File: config.mk
export PLATFORM = sky130hd
export DESIGN_NAME = alu8_core
export DESIGN_NICKNAME = d
export VERILOG_FILES = /design/src/rtl/alu8_pkg.sv /design/src/rtl/alu8_addsub.sv /design/src/rtl/alu8_bitops.sv /design/src/rtl/alu8_mul.sv /design/src/rtl/alu8_core.sv
export SDC_FILE = /design/constraint.sdc
export NUM_CORES = 1
export LEC_CHECK = 0
export BUFFER_PORTS_ARGS = -buffer_cell sky130_fd_sc_hd__buf_2
export CAP_MARGIN = 20
export CORE_ASPECT_RATIO = 1.1
export CORE_MARGIN = 4
export CORE_UTILIZATION = 53
export CTS_CLUSTER_DIAMETER = 200
export DETAILED_ROUTE_END_ITERATION = 8
export PLACE_DENSITY = 0.84
export SLEW_MARGIN = 20
export SYNTH_ARGS = -nofsm -noshare
export SYNTH_HDL_FRONTEND = slang
export SYNTH_SLANG_ARGS = --single-unit
File: constraint.sdc
create_clock -name clk -period 1 [get_ports clk]
set_input_delay 0.05 -clock clk [delete_from_list [all_inputs] [get_ports clk]]
set_output_delay 0.05 -clock clk [all_outputs]
set_load 0.02 [all_outputs]
File: src/rtl/alu8_pkg.sv
package alu8_pkg;

    localparam int OP_W = 4;

    localparam logic [OP_W-1:0] OP_ADD = 4'h0;
    localparam logic [OP_W-1:0] OP_SUB = 4'h1;
    localparam logic [OP_W-1:0] OP_AND = 4'h2;
    localparam logic [OP_W-1:0] OP_OR  = 4'h3;
    localparam logic [OP_W-1:0] OP_XOR = 4'h4;
    localparam logic [OP_W-1:0] OP_SHL = 4'h5;
    localparam logic [OP_W-1:0] OP_SHR = 4'h6;
    localparam logic [OP_W-1:0] OP_MUL = 4'h7;

    typedef struct packed {
        logic carry;
        logic ovf;
        logic zero;
        logic neg;
    } alu_flags_t;

endpackage

File: src/rtl/alu8_addsub.sv
module alu8_addsub #(
    parameter int WIDTH = 8
) (
    input  logic [WIDTH-1:0] a_i,
    input  logic [WIDTH-1:0] b_i,
    input  logic             sub_i,
    output logic [WIDTH-1:0] sum_o,
    output logic             cout_o,
    output logic             ovf_o
);
    localparam int MSB = WIDTH - 1;

    logic [WIDTH-1:0] b_eff;
    logic [WIDTH:0]   chain;

    assign b_eff    = sub_i ? ~b_i : b_i;
    assign chain[0] = sub_i;

    genvar gi;
    generate
        for (gi = 0; gi < WIDTH; gi++) begin : g_fa
            logic p;
            assign p           = a_i[gi] ^ b_eff[gi];
            assign sum_o[gi]   = p ^ chain[gi];
            assign chain[gi+1] = (a_i[gi] & b_eff[gi]) | (p & chain[gi]);
        end
    endgenerate

    assign cout_o = chain[WIDTH];

    always_comb begin
        if (sub_i) begin
            ovf_o = (a_i[MSB] ^ b_i[MSB]) & (a_i[MSB] ^ sum_o[MSB]);
        end else begin
            ovf_o = (a_i[MSB] ^ sum_o[MSB]) & (b_i[MSB] ^ sum_o[MSB]);
        end
    end
endmodule

File: src/rtl/alu8_bitops.sv
module alu8_bitops
    import alu8_pkg::*;
#(
    parameter int WIDTH = 8
) (
    input  logic [OP_W-1:0]  op_i,
    input  logic [WIDTH-1:0] a_i,
    input  logic [WIDTH-1:0] b_i,
    output logic [WIDTH-1:0] res_o
);
    always_comb begin
        case (op_i)
            OP_AND:  res_o = a_i & b_i;
            OP_OR:   res_o = a_i | b_i;
            OP_XOR:  res_o = a_i ^ b_i;
            OP_SHL:  res_o = {a_i[WIDTH-2:0], 1'b0};
            OP_SHR:  res_o = {1'b0, a_i[WIDTH-1:1]};
            default: res_o = a_i;
        endcase
    end
endmodule

File: src/rtl/alu8_mul.sv
module alu8_mul #(
    parameter int WIDTH = 8
) (
    input  logic [WIDTH-1:0] a_i,
    input  logic [WIDTH-1:0] b_i,
    output logic [WIDTH-1:0] prod_o
);
    logic [WIDTH-1:0] acc [WIDTH+1];

    assign acc[0] = '0;

    genvar gr;
    generate
        for (gr = 0; gr < WIDTH; gr++) begin : g_row
            logic [WIDTH-1:0] pp;
            assign pp          = {WIDTH{b_i[gr]}} & (a_i << gr);
            assign acc[gr + 1] = acc[gr] + pp;
        end
    endgenerate

    assign prod_o = acc[WIDTH];
endmodule

File: src/rtl/alu8_core.sv
module alu8_core
    import alu8_pkg::*;
#(
    parameter int WIDTH = 8
) (
    input  logic             clk,
    input  logic             rst_n,
    input  logic [3:0]       op_i,
    input  logic [WIDTH-1:0] a_i,
    input  logic [WIDTH-1:0] b_i,
    output logic [WIDTH-1:0] result_o,
    output logic             carry_o,
    output logic             overflow_o,
    output logic             zero_o,
    output logic             negative_o
);
    typedef struct packed {
        logic [WIDTH-1:0] res;
        alu_flags_t       flg;
    } alu_out_t;

    alu_out_t out_d, out_q;

    logic [WIDTH-1:0] as_sum, bit_res, mul_prod;
    logic             as_cout, as_ovf, is_sub;

    assign is_sub = (op_i == OP_SUB);

    alu8_addsub #(.WIDTH(WIDTH)) u_addsub (
        .a_i    (a_i),
        .b_i    (b_i),
        .sub_i  (is_sub),
        .sum_o  (as_sum),
        .cout_o (as_cout),
        .ovf_o  (as_ovf)
    );

    alu8_bitops #(.WIDTH(WIDTH)) u_bitops (
        .op_i  (op_i),
        .a_i   (a_i),
        .b_i   (b_i),
        .res_o (bit_res)
    );

    alu8_mul #(.WIDTH(WIDTH)) u_mul (
        .a_i    (a_i),
        .b_i    (b_i),
        .prod_o (mul_prod)
    );

    always_comb begin
        out_d           = '0;
        out_d.flg.carry = 1'b0;
        out_d.flg.ovf   = 1'b0;
        case (op_i)
            OP_ADD, OP_SUB: begin
                out_d.res       = as_sum;
                out_d.flg.carry = as_cout;
                out_d.flg.ovf   = as_ovf;
            end
            OP_MUL:  out_d.res = mul_prod;
            default: out_d.res = bit_res;
        endcase
        out_d.flg.zero = (out_d.res == '0);
        out_d.flg.neg  = out_d.res[WIDTH-1];
    end

    always_ff @(posedge clk or negedge rst_n) begin
        if (!rst_n) begin
            out_q          <= '0;
            out_q.flg.zero <= 1'b1;
        end else begin
            out_q <= out_d;
        end
    end

    assign result_o   = out_q.res;
    assign carry_o    = out_q.flg.carry;
    assign overflow_o = out_q.flg.ovf;
    assign zero_o     = out_q.flg.zero;
    assign negative_o = out_q.flg.neg;
endmodule

* After elaboration in Yosys (flattened, before gate mapping)
Cells that the tools add are included.
Cells by class: multipliers 0, add/subtract/negate cells 7, magnitude comparators 0, shift operators 0, bitwise logic cells 57, multiplexer cells 5, divide/modulo/power cells 0, equal/unequal tests 7, reduce and logical (&&, ||, !) cells 3
Operators with widths (count):
- $and A8 B8 Y8 | 9
- $add A8 B8 Y8 | 7
- $pmux W8 S5 | 1
- $xor A1 B1 Y1 | 19
- $and A1 B1 Y1 | 18
- $eq A4 B3 Y1 const B | 4
- $pmux W8 S2 | 1
- $eq A4 B2 Y1 const B | 2
- $logic_not A8 Y1 | 1
- $mux W8 | 1
- $not A8 Y8 | 1
- $or A1 B1 Y1 | 8
- $or A8 B8 Y8 | 1
- $xor A8 B8 Y8 | 1
- $eq A4 B1 Y1 const B | 1
- $logic_not A4 Y1 | 1
- $mux W2 | 1
- $reduce_or A2 Y1 | 1
- $mux W1 | 1
Word-level totals: latch bits 0, bits in writable memories 0, word-level logic and storage cells 84, memories 0, input port bits 22, output and inout bits 12, bits in read-only memories 0, flip-flop bits (word level) 12

* Depth between registers and ports, before layout
depth in word-level cells 22, mapped depth 17, depth with buffers taken out 17

* Cells and area by module
From an unflattened synthesis, not the netlist that was laid out.
Second synthesis, totals: cell total of the unflattened synthesis 275, area, all modules 2477.4 um^2
By module, submodules not included:
- alu8_bitops | cells each 102, area an instance 813.3 um^2, times used 1
- alu8_mul | cells each 88, area an instance 782.0 um^2, times used 1
- alu8_core | cells each 52, area an instance 560.5 um^2, times used 1
- alu8_addsub | cells each 33, area an instance 321.6 um^2, times used 1

* Worst setup path before layout
Ideal clock, no wire load.
kind input -> register, start in op_i[3], end reg out_q (netlist bit zero_o), arrival time 4.134 ns, setup time 0.063 ns, slack -3.197 ns, cell stages on the path 15, path buffers 2, cells stage by stage buf_2 -> nor3_1 -> and2_1 -> buf_4 -> xnor2_1 -> fa_1 -> fa_1 -> fa_1 -> fa_1 -> fa_1 -> fa_1 -> fa_1 -> a211oi_1 -> a2bb2oi_1 -> and4b_1
RTL lines:
- from (decl) | RTL line alu8_core.sv:8 | input logic [3:0] op_i,
- to (signal assigned) | RTL line alu8_core.sv:73 | out_q <= out_d;
- to (decl) | RTL line alu8_core.sv:22 | alu_out_t out_d, out_q;

==> summary.md <==
| Metric | Value |
|---|---|
| Status | `finished with violations` |
| Failing checks | `setup timing` |
| Switch share | `44.7%` |
| CTS buffer count | `3` |
| Worst Tran Pin Value | `0.494 ns` |
| Largest net degree at the start of global routing | `33` |
| Clock H-tree levels | `1` |
| Crit path kind | `in2reg` |
| Critical path peak fanout | `3` |
| Fin cells | `422` |
| DRT iter0 DRCs | `484` |
| Final wirelength | `10,800 um` |
| Nets | `440` |
| Crit path capture | `zero_o` |
| Fin crit share | `382%` |
| Row Count | `24` |
| Post-synth top flop | `dfrtp_1` |
| Crit path cell chain | `buf_6, inv_2, buf_4, nor2_1, fa_1, inv_1, fa_1, inv_1, fa_1, ha_1, inv_1, fa_2, xor2_2, xnor2_1, xnor2_1, xnor3_2, a2bb2oi_2, and4b_1` |
| Final setup viols | `11` |
| Critical Path End Type | `flip-flop` |
| Initial antenna violation count | `0` |
| TritonRoute pass-1 iters | `5` |
| Worst Path Buf+Inv | `6` |
| N_diodes | `0` |
| Core box area | `4020 um2` |
| Placer Congestion | `0.945` |
| Final Instance Area | `3570 um2` |
| Power, Total | `3.54 mW` |
| Initial Util | `55.9%` |
| Most frequent cells in the layout | `buf_4, nor2_1, inv_1` |
| CTS tree | `done` |
| Crit path max-delay family | `adder cells` |
| Synthesized flop and latch total | `11` |
| Slew margin rel. | `67.1%` |
| Horiz. Die Dim | `70.1 um` |
| Flop pwr share | `14.2%` |
| GRT Total Usage | `34.5%` |
| WP depth | `18` |
| Synth Area per Inst | `8.65 um2` |
| Total internal power | `1.96 mW` |
| CTS Buffer Depth | `2` |
| Worst path slowest cell | `fa_1` |
| Share of flip-flops with an asynchronous set or reset | `100%` |
| Cell Area, Synth | `2250 um2` |
| Vias after detailed routing | `2,791` |
| Worst Setup Start Kind | `input pin` |
| Final Hold Fails | `0` |
| Post-placement setup slack | `-3.12 ns` |
| Die area | `5350 um2` |
| P_sw | `1.58 mW` |
| Area Overhead vs Synth | `59.0%` |
| Fin. max-slew vios | `0` |
| Reg clk slew, reported paths | `0.05 ns` |
| CP required | `1.19 ns` |
| Combinational share of power | `72.7%` |
| Final min period | `3.82 ns` |
| Hpwl dp | `5530 um` |
| Synth Warn # | `0` |
| Number of synthesized flops with an enable pin | `0` |
| Sinks on Clock Net | `11` |
| Final WS setup | `-2.82 ns` |
| Max Cap Viol | `0` |
| DP Cell Count | `398` |
| Vias in the first global route | `2,754` |
| Worst VDD drop | `541 uV` |
| WP data arrival | `4.01 ns` |
| Vias per inst | `6.61` |
| GR Overflow Total | `0` |
| Die height | `76.3 um` |
| Worst hold path class | `in2async` |
| Crit path launch | `a_i[2]` |
| IO Port Bufs | `33` |
| Post-Synthesis Net Count | `329` |
| Post-synthesis sequential area ratio | `12.3%` |
| Residual DRC count | `0` |
| First-pass GRT wire length | `14,300 um` |
| DRT antenna net count | `0` |
| Routed length per instance | `25.6 um` |
| Most common cell after layout, fill and taps aside | `buf_4` |
| Cell count after synthesis | `260` |
| Clk pwr share | `13.0%` |
| Clock root buffer | `clkbuf_8` |
| F_max | `262 MHz` |
| Proportion of layout cells with a drive suffix above 1 | `53.5%` |
| Max stage delay on crit path | `0.55 ns` |
| Pwr Density | `991 nW/um2` |
| Yosys cell types | `54` |
| Placed cell area | `2930 um2` |
| Unrepaired setup endpoints after global routing | `yes` |
| P_leak | `1.69 nW` |
| # IOs | `34` |
==> sequential cells by signal, indices dropped and copies added, names as in the netlist <==
| name | cells |
|---|---|
| negative_o | 1 |
| overflow_o | 1 |
| carry_o | 1 |
| result_o | 7 |
| zero_o | 1 |
==> through the flow <==
stage,TNS (ns),util [%],hold WS (ns)
after floorplan,-19.52,-,-0.246
after global placement,-22.32,72.9,-0.0874
after detailed placement,-23.20,72.9,-0.0795
after CTS,-18.33,84.7,0.214
after global routing,-20.76,88.8,0.231
final,-20.30,88.8,0.205
==> metal layers <==
layer  global-route usage, %  part of all wire, %  vias up  wire length (um)
met3                    5.94                   11      120              1220
met1                    38.3                   32     1289              3440
met5                       0                    0        -                 0
met2                    59.4                   46      297              5000
met4                    23.4                   11        0              1150
li1                        -                    -     1085                 -
==> power groups by stage <==
stage	registers [mW]	clock network [mW]	logic [mW]
floorplan	0.570	0	1.06
global placement	0.506	0	1.71
detailed placement	0.509	0	1.79
CTS	0.502	0.447	2.13
global route	0.509	0.490	2.68
finish	0.504	0.462	2.58
==> synth_stat cells (3+ instances only) <==
library cell / instances / area, um2
o21ai_0: 9 / 45.0
mux2i_1: 3 / 30.0
nand2_1: 19 / 71.3
nor2_1: 31 / 116
a22oi_1: 4 / 30.0
dfrtp_1: 10 / 250
buf_2: 3 / 15.0
buf_4: 5 / 37.5
a21oi_1: 4 / 20.0
nor3_1: 3 / 15.0
nand2b_1: 5 / 31.3
ha_1: 26 / 325
a221oi_1: 3 / 26.3
fa_1: 21 / 420
xor2_1: 3 / 26.3
xnor2_1: 16 / 140
and2_1: 3 / 18.8
inv_1: 42 / 158
o22ai_1: 3 / 18.8
buf_6: 3 / 33.8
==> logic make-up after synthesis <==
group	share of synthesized area, %
fa+ha+maj	33.2
xor+xnor	8.40
flops	12.3
mux	2.34
compound gates	16.6
buf+inv	11.4
simple gates	15.9
==> layout make-up <==
cell class / instances / area [um2]
timing repair buffer: 118 / 983
sequential: 11 / 277
multi-input combinational: 194 / 2020
inverter: 43 / 189
fill: 169 / 449
clock buffer: 4 / 45.0
tap: 52 / 65.1
==> worst min path at each step <==
stage,slack [ns],start,cells after the start,end
CTS,0.21,rst_n,2,overflow_o
finish,0.21,rst_n,2,overflow_o
global route,0.23,rst_n,2,overflow_o
floorplan,-0.25,rst_n,0,carry_o
global placement,-0.09,rst_n,1,result_o[6]
detailed placement,-0.08,rst_n,1,overflow_o
==> repair_timing <==
action | CTS | global route
hold buffers | 1 | 0
setup endpoints to repair | 11 | 11
cloned | 0 | 1
pin swaps | 30 | 19
gates resized for setup | 79 | 29
hold endpoints to repair | 11 | 0
buffers inserted | 17 | 5
Power figures use the tool's default switching activity.
